$ cat config.mk
export PLATFORM = sky130hd
export DESIGN_NAME = pio_timing_conv
export DESIGN_NICKNAME = d
export VERILOG_FILES = /design/src/rtl/pio_conv_pkg.sv /design/src/rtl/pio_mode_rom.sv /design/src/rtl/pio_ns2clk.sv /design/src/rtl/pio_clamp_pack.sv /design/src/rtl/pio_timing_conv.sv
export SDC_FILE = /design/constraint.sdc
export NUM_CORES = 1
export LEC_CHECK = 0
export BUFFER_PORTS_ARGS = -buffer_cell sky130_fd_sc_hd__buf_4
export CORE_AREA = 2 2 124 126
export DETAILED_ROUTE_END_ITERATION = 7
export DIE_AREA = 0 0 126 128
export GPL_ROUTABILITY_DRIVEN = 0
export PLACE_DENSITY_LB_ADDON = 0.25
export SETUP_SLACK_MARGIN = 0.1
export SLEW_MARGIN = 20
export SYNTH_ARGS = -nofsm -noshare
export SYNTH_HDL_FRONTEND = slang
export SYNTH_SLANG_ARGS = --single-unit
export TNS_END_PERCENT = 20
$ cat constraint.sdc
create_clock -name clk -period 4.8 [get_ports clk]
set_input_delay 0.72 -clock clk [delete_from_list [all_inputs] [get_ports clk]]
set_output_delay 0.72 -clock clk [all_outputs]
set_load 0.05 [all_outputs]
$ cat src/rtl/pio_conv_pkg.sv
package pio_conv_pkg;
   localparam int NS_W = 10;
   localparam int NUM_DRV = 2;
   localparam int NUM_KIND = 3;
   localparam int ADDR_MIN = 1;
   localparam int ADDR_MAX = 4;
   localparam int DATA_MIN = 1;
   localparam int DATA_MAX = 16;
   localparam int REC_MIN = 2;
   localparam int REC_MAX = 17;
   localparam int TOP_MODE = 4;

   typedef struct packed {
      logic [NS_W-1:0] setup;
      logic [NS_W-1:0] active;
      logic [NS_W-1:0] cycle;
   } pio_times_t;

   typedef enum logic [1:0] {
      K_ADDR = 2'd0,
      K_DATA = 2'd1,
      K_REC  = 2'd2
   } conv_kind_t;

   function automatic int clamp_int(input int v, input int lo, input int hi);
      if (v < lo) return lo;
      if (v > hi) return hi;
      return v;
   endfunction
endpackage

$ cat src/rtl/pio_mode_rom.sv
module pio_mode_rom
   import pio_conv_pkg::*;
#(
   parameter int MODE_W      = 4,
   parameter int ABSENT_CODE = 15
) (
   input  logic [MODE_W-1:0] mode,
   output pio_times_t        times,
   output logic              absent
);
   logic [MODE_W-1:0] eff;

   always_comb begin
      absent = (mode == MODE_W'(ABSENT_CODE));
      eff    = (int'(mode) > TOP_MODE) ? '0 : mode;
      unique case (int'(eff))
         1:       times = '{setup: NS_W'(50), active: NS_W'(125), cycle: NS_W'(383)};
         2:       times = '{setup: NS_W'(30), active: NS_W'(100), cycle: NS_W'(240)};
         3:       times = '{setup: NS_W'(30), active: NS_W'(80),  cycle: NS_W'(180)};
         4:       times = '{setup: NS_W'(25), active: NS_W'(70),  cycle: NS_W'(120)};
         default: times = '{setup: NS_W'(70), active: NS_W'(165), cycle: NS_W'(600)};
      endcase
   end
endmodule

$ cat src/rtl/pio_ns2clk.sv
module pio_ns2clk #(
   parameter int NS_W    = 10,
   parameter int MHZ_W   = 8,
   parameter int DIVISOR = 1000,
   parameter int CNT_W   = 8
) (
   input  logic             clk,
   input  logic             rst_n,
   input  logic             start,
   input  logic [NS_W-1:0]  time_ns,
   input  logic [MHZ_W-1:0] mhz,
   output logic             done,
   output logic [CNT_W-1:0] count
);
   localparam int PROD_W = NS_W + MHZ_W + 1;
   localparam int REM_W  = $clog2(DIVISOR) + 1;
   localparam int STEP_W = $clog2(PROD_W + 1);
   localparam logic [PROD_W-1:0] ROUND_ADD = PROD_W'(DIVISOR - 1);
   localparam logic [REM_W:0]    DIV_K     = (REM_W + 1)'(DIVISOR);

   generate
      if (DIVISOR < 2) begin : g_bad_div
         $error("pio_ns2clk: DIVISOR must be at least 2");
      end
      if (PROD_W <= CNT_W) begin : g_bad_cnt
         $error("pio_ns2clk: CNT_W must be narrower than the product");
      end
   endgenerate

   typedef enum logic [1:0] {C_IDLE, C_MUL, C_RND, C_DIV} cstate_t;

   cstate_t           st;
   logic [PROD_W-1:0] mcand;
   logic [MHZ_W-1:0]  mplier;
   logic [PROD_W-1:0] acc;
   logic [REM_W-1:0]  rem;
   logic [STEP_W-1:0] step;

   logic [REM_W:0]    trial;
   logic              fits;
   logic [REM_W:0]    diff;
   logic [PROD_W-1:0] q_next;

   always_comb begin
      trial  = {rem, acc[PROD_W-1]};
      fits   = (trial >= DIV_K);
      diff   = trial - DIV_K;
      q_next = {acc[PROD_W-2:0], fits};
   end

   always_ff @(posedge clk) begin
      if (!rst_n) begin
         st     <= C_IDLE;
         mcand  <= '0;
         mplier <= '0;
         acc    <= '0;
         rem    <= '0;
         step   <= '0;
         done   <= 1'b0;
         count  <= '0;
      end else begin
         done <= 1'b0;
         unique case (st)
            C_IDLE: begin
               if (start) begin
                  mcand  <= PROD_W'(time_ns);
                  mplier <= mhz;
                  acc    <= '0;
                  step   <= STEP_W'(MHZ_W);
                  st     <= C_MUL;
               end
            end
            C_MUL: begin
               if (mplier[0]) acc <= acc + mcand;
               mcand  <= mcand << 1;
               mplier <= mplier >> 1;
               step   <= step - 1'b1;
               if (step == STEP_W'(1)) st <= C_RND;
            end
            C_RND: begin
               acc  <= acc + ROUND_ADD;
               rem  <= '0;
               step <= STEP_W'(PROD_W);
               st   <= C_DIV;
            end
            C_DIV: begin
               acc  <= q_next;
               rem  <= fits ? diff[REM_W-1:0] : trial[REM_W-1:0];
               step <= step - 1'b1;
               if (step == STEP_W'(1)) begin
                  done  <= 1'b1;
                  count <= (|q_next[PROD_W-1:CNT_W]) ? '1 : q_next[CNT_W-1:0];
                  st    <= C_IDLE;
               end
            end
            default: st <= C_IDLE;
         endcase
      end
   end
endmodule

$ cat src/rtl/pio_clamp_pack.sv
module pio_clamp_pack
   import pio_conv_pkg::*;
#(
   parameter int CNT_W = 8
) (
   input  logic [CNT_W-1:0] raw_addr,
   input  logic [CNT_W-1:0] raw_data,
   input  logic [CNT_W-1:0] raw_rec,
   input  logic             absent,
   output logic [2:0]       addr_clk,
   output logic [7:0]       cyc_byte
);
   int a_c, d_c, r_c;

   always_comb begin
      if (absent) begin
         a_c = ADDR_MIN;
         d_c = DATA_MIN;
         r_c = REC_MIN;
      end else begin
         a_c = clamp_int(int'(raw_addr), ADDR_MIN, ADDR_MAX);
         d_c = clamp_int(int'(raw_data), DATA_MIN, DATA_MAX);
         r_c = clamp_int(int'(raw_rec),  REC_MIN,  REC_MAX);
      end
      addr_clk = 3'(a_c);
      cyc_byte = {4'(d_c - DATA_MIN), 4'(r_c - REC_MIN)};
   end
endmodule

$ cat src/rtl/pio_timing_conv.sv
module pio_timing_conv
   import pio_conv_pkg::*;
#(
   parameter int MHZ_W       = 8,
   parameter int MODE_W      = 4,
   parameter int ABSENT_CODE = 15,
   parameter int DIVISOR     = 1000,
   parameter int CNT_W       = 8,
   parameter int DRDY_CLK    = 2
) (
   input  logic              clk,
   input  logic              rst_n,
   input  logic              start,
   input  logic [MHZ_W-1:0]  bus_mhz,
   input  logic [MODE_W-1:0] mode_m,
   input  logic [MODE_W-1:0] mode_s,
   input  logic              prefetch_en,
   output logic              busy,
   output logic              done,
   output logic [7:0]        cycle_m,
   output logic [7:0]        cycle_s,
   output logic [7:0]        misc
);
   localparam int LAST_KIND = NUM_KIND - 1;

   generate
      if (DRDY_CLK < 2 || DRDY_CLK > 5) begin : g_bad_drdy
         $error("pio_timing_conv: DRDY_CLK must be 2..5");
      end
      if (ABSENT_CODE <= TOP_MODE || ABSENT_CODE >= (1 << MODE_W)) begin : g_bad_abs
         $error("pio_timing_conv: ABSENT_CODE must be an unused mode code");
      end
   endgenerate

   typedef enum logic [1:0] {T_IDLE, T_ISSUE, T_WAIT, T_PACK} tstate_t;

   tstate_t           st;
   logic [MHZ_W-1:0]  mhz_q;
   logic              pf_q;
   logic [MODE_W-1:0] mode_q [NUM_DRV];
   logic              drv_q;
   conv_kind_t        kind_q;
   logic              cv_start;
   logic              cv_done;
   logic [CNT_W-1:0]  cv_count;
   logic [NS_W-1:0]   cv_time;
   logic [CNT_W-1:0]  raw_q  [NUM_DRV][NUM_KIND];
   pio_times_t        t_drv  [NUM_DRV];
   logic              ab_drv [NUM_DRV];
   logic [2:0]        a_pk   [NUM_DRV];
   logic [7:0]        c_pk   [NUM_DRV];
   logic [2:0]        ax;

   generate
      for (genvar d = 0; d < NUM_DRV; d++) begin : g_drv
         pio_mode_rom #(.MODE_W(MODE_W), .ABSENT_CODE(ABSENT_CODE)) u_rom (
            .mode   (mode_q[d]),
            .times  (t_drv[d]),
            .absent (ab_drv[d])
         );
         pio_clamp_pack #(.CNT_W(CNT_W)) u_pack (
            .raw_addr (raw_q[d][K_ADDR]),
            .raw_data (raw_q[d][K_DATA]),
            .raw_rec  (raw_q[d][K_REC]),
            .absent   (ab_drv[d]),
            .addr_clk (a_pk[d]),
            .cyc_byte (c_pk[d])
         );
      end
   endgenerate

   always_comb begin
      unique case (kind_q)
         K_ADDR:  cv_time = t_drv[drv_q].setup;
         K_DATA:  cv_time = t_drv[drv_q].active;
         default: cv_time = t_drv[drv_q].cycle - t_drv[drv_q].setup - t_drv[drv_q].active;
      endcase
      ax = (a_pk[0] > a_pk[1]) ? a_pk[0] : a_pk[1];
   end

   pio_ns2clk #(.NS_W(NS_W), .MHZ_W(MHZ_W), .DIVISOR(DIVISOR), .CNT_W(CNT_W)) u_conv (
      .clk     (clk),
      .rst_n   (rst_n),
      .start   (cv_start),
      .time_ns (cv_time),
      .mhz     (mhz_q),
      .done    (cv_done),
      .count   (cv_count)
   );

   assign busy = (st != T_IDLE);

   always_ff @(posedge clk) begin
      if (!rst_n) begin
         st       <= T_IDLE;
         mhz_q    <= '0;
         pf_q     <= 1'b0;
         drv_q    <= 1'b0;
         kind_q   <= K_ADDR;
         cv_start <= 1'b0;
         done     <= 1'b0;
         cycle_m  <= '0;
         cycle_s  <= '0;
         misc     <= '0;
         for (int d = 0; d < NUM_DRV; d++) begin
            mode_q[d] <= '0;
            for (int k = 0; k < NUM_KIND; k++) raw_q[d][k] <= '0;
         end
      end else begin
         done     <= 1'b0;
         cv_start <= 1'b0;
         unique case (st)
            T_IDLE: begin
               if (start) begin
                  mhz_q     <= bus_mhz;
                  pf_q      <= prefetch_en;
                  mode_q[0] <= mode_m;
                  mode_q[1] <= mode_s;
                  drv_q     <= 1'b0;
                  kind_q    <= K_ADDR;
                  st        <= T_ISSUE;
               end
            end
            T_ISSUE: begin
               cv_start <= 1'b1;
               st       <= T_WAIT;
            end
            T_WAIT: begin
               if (cv_done) begin
                  raw_q[drv_q][kind_q] <= cv_count;
                  if (int'(kind_q) == LAST_KIND) begin
                     kind_q <= K_ADDR;
                     if (drv_q == 1'b1) st <= T_PACK;
                     else begin
                        drv_q <= 1'b1;
                        st    <= T_ISSUE;
                     end
                  end else begin
                     kind_q <= conv_kind_t'(kind_q + 2'd1);
                     st     <= T_ISSUE;
                  end
               end
            end
            T_PACK: begin
               cycle_m <= c_pk[0];
               cycle_s <= c_pk[1];
               misc    <= {1'b0, pf_q, 2'(ax - 3'd1), 1'b0, 2'(DRDY_CLK - 2), 1'b0};
               done    <= 1'b1;
               st      <= T_IDLE;
            end
            default: st <= T_IDLE;
         endcase
      end
   end
endmodule

* After elaboration in Yosys (flattened, before gate mapping)
Memories as Yosys holds them, arrays and structs flattened. Cells that the tools add are included.
Word-level totals: flip-flop bits (word level) 108, bits in writable memories 56, input port bits 20, output and inout port bits 26, logic and storage cells 218, memories 2
Memory list:
- raw_q | depth 2, width 24, read ports 2, clocked after Yosys merged registers in 0, write ports 2, line pio_timing_conv.sv:47 | logic [CNT_W-1:0] raw_q [NUM_DRV][NUM_KIND];
- mode_q | depth 2, width 4, read ports 2, clocked after Yosys merged registers in 0, write ports 2, line pio_timing_conv.sv:40 | logic [MODE_W-1:0] mode_q [NUM_DRV];
Cells by class: $add $sub $neg 12, magnitude comparators 19, equality and inequality tests 26, muxes and demuxes 117, bitwise logic cells 4, reduce and logical (&&, ||, !) cells 20
Operator list (number):
- $pmux W27 S4 | 2
- $mux W30 | 3
- $pmux W19 S4 | 1
- $mux W24 | 3
- $mux W4 | 16
- $mux W19 | 3
- $mux W1 | 51
- $pmux W19 S2 | 1
- $gt A8 B5 Y1 const B | 4
- $lt A8 B1 Y1 const B | 4
- $mux W2 | 15
- $mux W3 | 8
- $mux W8 | 3
- $reduce_or A24 Y1 | 1
- $pmux W11 S2 | 1
- $pmux W10 S2 | 1
- $sub A10 B10 Y10 | 2
- $add A19 B10 Y19 const B | 1
- $add A19 B19 Y19 | 1
- $demux W8 S2 | 1
- $eq A4 B2 Y1 const B | 4
- $gt A8 B3 Y1 const B | 2
- $lt A8 B2 Y1 const B | 2
- $pmux W2 S4 | 2
- 37 further kinds | 66

* Longest topological paths before layout
Gate-level depths: netlist of run 1. An unclocked memory read counts as a cell.
word-level depth 13, mapped depth 13, mapped depth without buffers 12

* Hierarchy
Synthesis of run 1 repeated with hierarchy kept, for this count alone.
Second synthesis, totals: cells, all modules 1092, area total of the unflattened synthesis 10110.9 sq um
Modules (own cells, without submodules):
- pio_timing_conv | instances 1, cells an instance 431, area an instance 4660.7 sq um, seq. area each 2382.3 sq um
- pio_ns2clk | instances 1, cells an instance 521, area an instance 4429.2 sq um, seq. area each 1461.4 sq um
- pio_mode_rom | instances 2, cells an instance 36, area an instance 262.8 sq um, seq. area each 0.0 sq um
- pio_clamp_pack | instances 2, cells an instance 34, area an instance 247.7 sq um, seq. area each 0.0 sq um

* Worst setup path after synthesis of run 1
OpenSTA, ideal clock, no wires.
kind reg-to-reg, start mem mode_q[0][3], end reg u_conv.mcand[8], setup time 0.124 ns, arrival time 3.294 ns, data required time 4.676 ns, setup slack 1.381 ns, cell stages (with the launch flop) 12, buffers on the path 0, clock period less this slack 3.419 ns, cell sequence edfxtp_1 or4b_4 o22ai_4 inv_1 fa_1 ha_1 or2_2 o311a_1 o21a_1 o41ai_1 xor2_1 o21ai_0
RTL lines:
- start: declaration | line pio_timing_conv.sv:40
- end signal: assignment | line pio_ns2clk.sv:66 | mcand <= PROD_W'(time_ns);
- end signal: assignment | line pio_ns2clk.sv:75 | mcand <= mcand << 1;
- end: declaration | line pio_ns2clk.sv:33 | logic [PROD_W-1:0] mcand;

* Final worst setup path of run 1
start reg drv_q, end reg u_conv.mcand[8]
On the way: word-level cells in the longest chain between the ends 9
Ends and longest elaborated chain:
- start: declaration | line pio_timing_conv.sv:41 | logic drv_q;
- start signal: assignment | line pio_timing_conv.sv:98 | drv_q <= 1'b0;
- start signal: assignment | line pio_timing_conv.sv:119 | drv_q <= 1'b0;
- start signal: assignment | line pio_timing_conv.sv:135 | drv_q <= 1'b1;
- $not A1 Y2 (implied by the code) (*) | line pio_timing_conv.sv:75, pio_timing_conv.sv:76
- $mux W30 (implied by the code) (*) (3 in series) | line pio_timing_conv.sv:75, pio_timing_conv.sv:76
- $sub A10 B10 Y10 (2 in series) | line pio_timing_conv.sv:76 | default: cv_time = t_drv[drv_q].cycle - t_drv[drv_q].setup - t_drv[drv_q].active;
- $pmux W10 S2 (*) | line pio_timing_conv.sv:73 | unique case (kind_q)
- $mux W19 (*) | line pio_ns2clk.sv:65 | if (start) begin
- $pmux W19 S2 (*) | line pio_ns2clk.sv:63 | unique case (st)
Mark *: on every way between the ends. The rest lies on a longest branch, timed or not. The select of a mux whose other input is x is not followed. A chain may end at the register's enable or synchronous reset.

==> results of run 1 <==
==> kinds of logic (layout without fill, tap and decap cells) <==
group / count (synthesis) / in the layout
xor+xnor: 25 / 25
simple gates: 345 / 345
flops: 164 / 164
buf+inv: 104 / 132
mux: 17 / 17
fa+ha+maj: 52 / 52
other cells: 1 / 5
compound gates: 267 / 267
==> synth_stat cells, drive strengths merged, types with 12 or more instances <==
master	instances
nor2	102
buf	20
o21ai	47
a21oi	63
a22oi	30
xor2	17
nor2b	23
dfxtp	108
edfxtp	56
inv	52
nand2	63
ha	43
and2	36
a22o	12
a21o	12
nor3	29
clkbuf	31
mux2i	15
a211oi	25
nand3	19
==> routing by layer <==
| metal | part of all wire | vias up |
|---|---|---|
| met1 | 0.46 | 3362 |
| met5 | 0 | - |
| met3 | 0.042 | 25 |
| met4 | 0.014 | 0 |
| met2 | 0.48 | 193 |
| li1 | - | 3587 |
==> through the flow <==
step	hold slack [ps]	std cells	area, µm²	utilization	total power (W)
after floorplan	432.2	979	8956	-	0.002505
after global placement	444.4	1163	9326	0.6274	0.002754
after detailed placement	448.8	1163	9326	0.6274	0.002777
after CTS	457.8	1195	9869	0.6640	0.004054
after global routing	467.5	1195	9869	0.6640	0.004273
final	454.8	1195	9869	0.6640	0.004053
==> cell type report <==
type	count	share of cell area
clock inverter	11	0.01040
sequential	164	0.3895
tap	188	0.02383
timing repair buffer	47	0.03575
multi-input combinational	711	0.4758
clock buffer	21	0.04462
inverter	53	0.02016
==> critical path: cells and delay by family (launching register included) <==
family	cells	cell delay [ps]
and+or+nand+nor	2	960
DFF	1	430
buffers and inverters	1	180
adders and majority gates	2	870
AOI/OAI and AO/OA	5	1020
xor gates and xnor gates	1	170
==> cells in the final DEF, fill, tap and decap left out, drive strengths merged, types with 6 or more instances in the layout <==
cell and n:
dfxtp 108, nor2 102, a21oi 63, nand2 63
edfxtp 56, inv 55, buf 47, o21ai 47
ha 43, and2 36, a22oi 30, nor3 29
a211oi 25, nor2b 23, clkbuf 21, nand3 19
xor2 17, mux2i 15, a22o 12, a21o 12
or2 11, and3 9, nor4 8, o21a 8
nand2b 8, a31oi 8, xnor2 8, or3 7
o32ai 7, fa 7, o211ai 7, nor3b 6
nand4 6, o221a 6, o22ai 6, clkinv 6
==> registers in the layout (all words and copies together) (netlist names), 3 cells and up <==
signal,count
raw_q,48
u_conv.acc,19
u_conv.mcand,19
u_conv.rem,11
cycle_m,8
cycle_s,8
mhz_q,8
mode_q,8
u_conv.count,8
u_conv.mplier,8
u_conv.step,5
misc,3
==> path summary, 6_finish.rpt <==
check	slack (ps)	endpoint
setup / recovery	1040	u_conv.mcand[8]
hold / removal	450	cycle_m[4]
setup reg to reg	1040	u_conv.mcand[8]
hold reg to reg	450	cycle_m[4]
==> report_power, final <==
group,total (W),switching [W],internal [W],leakage (nW)
combinational,0.00112,0.000709,0.000408,2.19
sequential,0.00165,0.000100,0.00155,1.46
clock,0.00128,0.000570,0.000715,0.259
total,0.00405,0.00138,0.00267,3.91
==> results by group, run 1 <==
Timing
  • Worst setup margin: slightly above 1000 ps
  • RSZ-0062 raised after global routing: false
  • Fmax: about 270 MHz
  • Clock skew: about 9.1 ps
  • # setup viols final: 0
  • Post-route minimum period: roughly 3800 ps
  • Fin. max-slew vios: 0
  • Max-slew headroom: 0.3551
  • Worst slew pin tran: 967.4 ps
  • Final hold viol count: 0
  • Final critical-path share of the clock period: 0.7837
  • TNS Setup: 0 ps

Drt
  • DRT antenna net count: 0
  • Iter 0 DRT Violations: 585
  • Via count: 7167
  • Drt total wl: slightly below 20000 µm
  • Drt pass-1 iters: 5
  • DRC viols: 0
  • Routed vias/inst: about 6
  • Wire per inst: 16.44 µm

GRT
  • GR Layer Usage met3: 0.04257
  • Vias in the first global route: about 6700
  • Remaining Overflow, GRT: 0
  • GRT Max-Usage Layer: met2
  • Initial antenna violation count: 0
  • Largest net degree at the start of global routing: just under 80
  • Met2 usage: 0.4127
  • GR Layer Usage met1: 0.3300
  • First-pass GRT wire length: between 30000 and 40000 µm
  • Total track usage: 0.2483

Cells and area
  • Syn-to-layout area delta: 10.38%
  • Multi-input gate area: between 4000 and 5000 µm²
  • Fill cells: roughly 1200
  • Number of diodes: 0
  • Nets@finish: between 1000 and 1500
  • Layout cells sized above 1: 0.1023
  • Register Area: approximately 3800 µm²

Critical path
  • Maximum fanout along the worst path: 13
  • Worst path cell trace: or4b_4 -> o22ai_4 -> inv_1 -> fa_1 -> ha_1 -> or2_2 -> o311a_1 -> o21a_1 -> o41ai_1 -> xor2_1 -> o21ai_0
  • Crit path kind: reg -> reg
  • Critical Path AT: 4070 ps
  • Req. time, crit path: 5100 ps
  • Slowest stage delay, CP: 620 ps
  • Critical path capture point type: flip-flop
  • Origin of the worst setup path: drv_q
  • CP max-delay cell: or4b_4
  • Reg2reg start: drv_q
  • CP Launch Type: flip-flop
  • Worst Reg-to-Reg Cells: 11

Placed design
  • IO Port Bufs: 40
  • Hpwl dp: about 14000 µm
  • Dpl ws: about 1100 ps

Power and ir drop
  • Leak: about 3.9 nW
  • Power Dens Cells: ~410 nW/µm²
  • Peak supply drop: roughly 320 µV

Synth
  • Synth Area in Compound Gates: 0.2054
  • Flops & latches, synth: between 150 and 200
  • Mux cell area share after synthesis: 0.01931
  • Post-Synth Adder-Cell Area: 0.07809
  • Post-synth top area cell: dfxtp_1
  • Synthesized instance count: around 1000
  • Simple-gate portion of the synthesized area: 0.1958
  • EDFF count, synth: 56
  • Synthesized area: a little under 9000 µm²
  • Sequential-to-total area share from yosys stat: 0.4299
  • Synth top area share: 0.2418
  • Post-synth top flop: dfxtp_1
  • Netlist cell types: 75
  • Largest family of logic cells by synthesized area: compound AO/OA/AOI/OAI gates
  • Syn_area_per_cell: roughly 9.2 µm²
  • Ys async rst share: 0
  • XOR/XNOR Fraction of Synth Area: 0.02449
  • Area contributors post-synth: dfxtp_1 (24%), edfxtp_1 (19%), ha_1 (6.0%)
  • Synth warn: 0

CTS
  • CTS H-tree depth: 4
  • Clock Sinks: 164
  • Post-CTS Setup Inserts: 0
  • Num CTS Buffers: 17
  • Clock Path Buffers: 2
  • Worst skew pair latency: ~440 ps
  • Hold-fix buffers at CTS: 0
  • Post-cts resize count: 0
  • Clock root cell: clkbuf_16
  • CTS tree: built
  • Worst-path clk slew: 70 ps

Floorplan
  • Die area: ~16000 µm²
  • Number of placed I/O pins: 46
  • Height of the die: 128 µm
  • Core Region: about 15000 µm²
  • Initial Util: 0.6015
  • Row cnt: 45
  • Die width: about 130 µm

Hold path
  • Hold path depth: 2
  • Hold WC Path Type: reg -> reg
  • Hold_sp: cycle_m[4]

Flow run
  • Max-cap violations: 0

Outcome
  • Outcome: finished clean
(Power assumes the default switching activity.)
==> run 2: changes to the inputs <==
==> constraint.sdc (replaced) <==
create_clock -name clk -period 3.55 [get_ports clk]
set_input_delay 0.5325 -clock clk [delete_from_list [all_inputs] [get_ports clk]]
set_output_delay 0.5325 -clock clk [all_outputs]
set_load 0.05 [all_outputs]
==> run 2 against run 1 <==
Worst hold slack worse by 150 ps; critical path type unchanged; design area is 3.3% higher; sequential power is 35% higher; critical path depth stayed put; combinational power is 44% higher; largest cell class unchanged; count of clock-buffer cells in the layout is 3 lower; register-to-register slack worse by 880 ps; clock skew is 3.2 ps lower.
==> results by group, run 2 (synthesized netlist as in run 1, its figures left out) <==
Timing
  • Worst setup margin: roughly 160 ps
  • # setup viols final: 0
  • RSZ-0062 raised after global routing: true
  • Final hold viol count: 0
  • TNS Setup: 0 ps
  • Max-slew headroom: 0.4008
  • Post-route minimum period: around 3400 ps
  • Final critical-path share of the clock period: 0.9562
  • Fin. max-slew vios: 0
  • Final hold slack: between 300 and 400 ps
  • Clock skew: 5.888 ps
  • Worst slew pin tran: between 800 and 900 ps
  • Fmax: between 200 and 300 MHz

Flow run
  • Max-cap violations: 0

Critical path
  • Reg2reg start: mode_q[0][0]
  • Worst path buffer plus inverter count: 1
  • CP delay by family, top: compound AO/OA/AOI/OAI gates
  • Critical Path AT: ~3700 ps
  • CP Launch Type: flip-flop
  • Crit path kind: reg -> reg
  • Maximum fanout along the worst path: 6
  • Origin of the worst setup path: mode_q[0][0]
  • Slowest stage delay, CP: approximately 550 ps
  • Req. time, crit path: between 3000 and 4000 ps
  • Critical path capture point type: flip-flop
  • Worst path cell trace: or4b_4 -> o22a_4 -> fa_1 -> inv_2 -> ha_4 -> nor2b_4 -> o311a_1 -> o21a_1 -> o41ai_2 -> xor2_1 -> o21ai_1
  • CP max-delay cell: or4b_4

Power and ir drop
  • Reg power frac: 0.385
  • Leak: ~4.1 nW
  • Internal Pwr Total: 0.003886 W
  • Sw Pwr: 0.001898 W
  • Power Dens Cells: about 570 nW/µm²
  • Clock power frac: 0.336
  • Gate power share: 0.278
  • Switching Share: 0.3282
  • Peak supply drop: between 400 and 500 µV

Drt
  • Wire per inst: about 17 µm
  • Routed vias/inst: between 6 and 7
  • DRT antenna net count: 0
  • Drt pass-1 iters: 5
  • Iter 0 DRT Violations: between 700 and 800
  • Drt total wl: roughly 20000 µm
  • DRC viols: 0
  • Via count: around 7500

GRT
  • GR Layer Usage met1: 0.3338
  • Total track usage: 0.2572
  • First-pass GRT wire length: 33650 µm
  • Met2 usage: 0.4216
  • Largest net degree at the start of global routing: 79
  • GR Layer Usage met3: 0.06177
  • GRT Max-Usage Layer: met2
  • Vias in the first global route: between 7000 and 8000
  • Remaining Overflow, GRT: 0
  • Initial antenna violation count: 0

CTS
  • Num CTS Buffers: 17
  • Clock root cell: clkbuf_16
  • Worst skew pair latency: 430 ps
  • CTS tree: built
  • Clock Path Buffers: 2
  • Worst-path clk slew: around 70 ps
  • CTS H-tree depth: 4
  • Clock Sinks: 164

Cells and area
  • Fill cells: about 1200
  • Commonest cells after routing, fill and taps aside: dfxtp_1 (108), nor2_1 (102), buf_4 (71), a21oi_1 (63), nand2_1 (62)
  • Largest Register: raw_q
  • Most common cell after layout, fill and taps aside: dfxtp_1
  • Multi-input gate area: between 4000 and 5000 µm²
  • Layout cells sized above 1: 0.1359
  • Syn-to-layout area delta: 14.08%
  • Max FFs per register: 48
  • Register Area: 3844 µm²
  • Biggest regs: raw_q x48, u_conv.acc x19, u_conv.mcand x19
  • Nets@finish: 1088
  • Core Util, Final: 0.6862
  • Number of diodes: 0

Placed design
  • IO Port Bufs: 40
  • Dpl ws: between 70 and 80 ps
  • Hpwl dp: between 10000 and 15000 µm

Floorplan
  • Number of placed I/O pins: 46
  • Row cnt: 45
  • Height of the die: 128 µm
  • Die area: ~16000 µm²
  • Die width: 126 µm
  • Initial Util: 0.6015
  • Core Region: around 15000 µm²

Outcome
  • Outcome: finished clean

Hold path
  • Hold WC Path Type: in -> reg
  • Hold_sp: bus_mhz[5]
run 2: changes by cell type in the layout (fill, tap and decap cells not counted), moves of 2 or more:
cell	previous run	this run
inv_2	1	3
nor2b_1	23	21
ha_4	0	2
bufinv_16	1	4
inv_1	52	50
nor3b_2	0	2
clkbuf_1	4	1
nor3b_1	6	4
clkinv_2	2	0
clkinv_1	1	3
ha_1	43	41
buf_4	47	71
clkinvlp_4	2	0
run 2: stage by stage:
| stage | area, µm² | cells | power, W |
|---|---|---|---|
| after CTS | 10090 | 1213 | 0.005738 |
| final | 10200 | 1218 | 0.005783 |
| after global placement | 9469 | 1182 | 0.003757 |
| after floorplan | 8956 | 979 | 0.003387 |
| after global routing | 10200 | 1218 | 0.006074 |
| after detailed placement | 9469 | 1182 | 0.003795 |
run 2: layout make-up:
| cell class | instances | area share |
|---|---|---|
| inverter | 53 | 0.01950 |
| sequential | 164 | 0.3768 |
| timing repair buffer | 71 | 0.05226 |
| clock inverter | 13 | 0.01791 |
| clock buffer | 18 | 0.04208 |
| multi-input combinational | 711 | 0.4684 |
| tap | 188 | 0.02306 |
run 2: repair_timing:
item / CTS / global route
resized for setup: 2 / 18
hold buffers: 0 / 0
buffers inserted: 0 / 5
setup endpoints to repair: 2 / 7
pin swaps: 0 / 8
gates cloned: 0 / 0
run 2: path summary, 6_finish.rpt:
kind	to	slack [ps]	cells past startpoint
setup / recovery	u_conv.mcand[8]	160	11
hold / removal	mhz_q[5]	300	2
setup reg to reg	u_conv.mcand[8]	160	11
hold reg to reg	cycle_s[1]	460	2
run 2: per-layer routing:
layer | share of wire | up-vias
met5 | 0 | -
met2 | 0.48 | 279
met1 | 0.44 | 3548
met3 | 0.060 | 52
li1 | - | 3630
met4 | 0.021 | 0
run 2: worst register-to-register path, delay by kind of cell, from the launching register on:
family,cells,cell delay (ps)
compound gates,5,1170
fa+ha+maj,2,750
simple gates,2,670
flops,1,460
xor+xnor,1,180
buf+inv,1,50
run 2: power groups by stage:
stage                     Combinational (W)  Clock, W  Sequential [W]
after CTS                           0.00156   0.00196         0.00222
after global placement              0.00150         0         0.00226
after global routing                0.00179   0.00204         0.00224
after floorplan                     0.00115         0         0.00224
after detailed placement            0.00153         0         0.00226
final                               0.00161   0.00194         0.00223
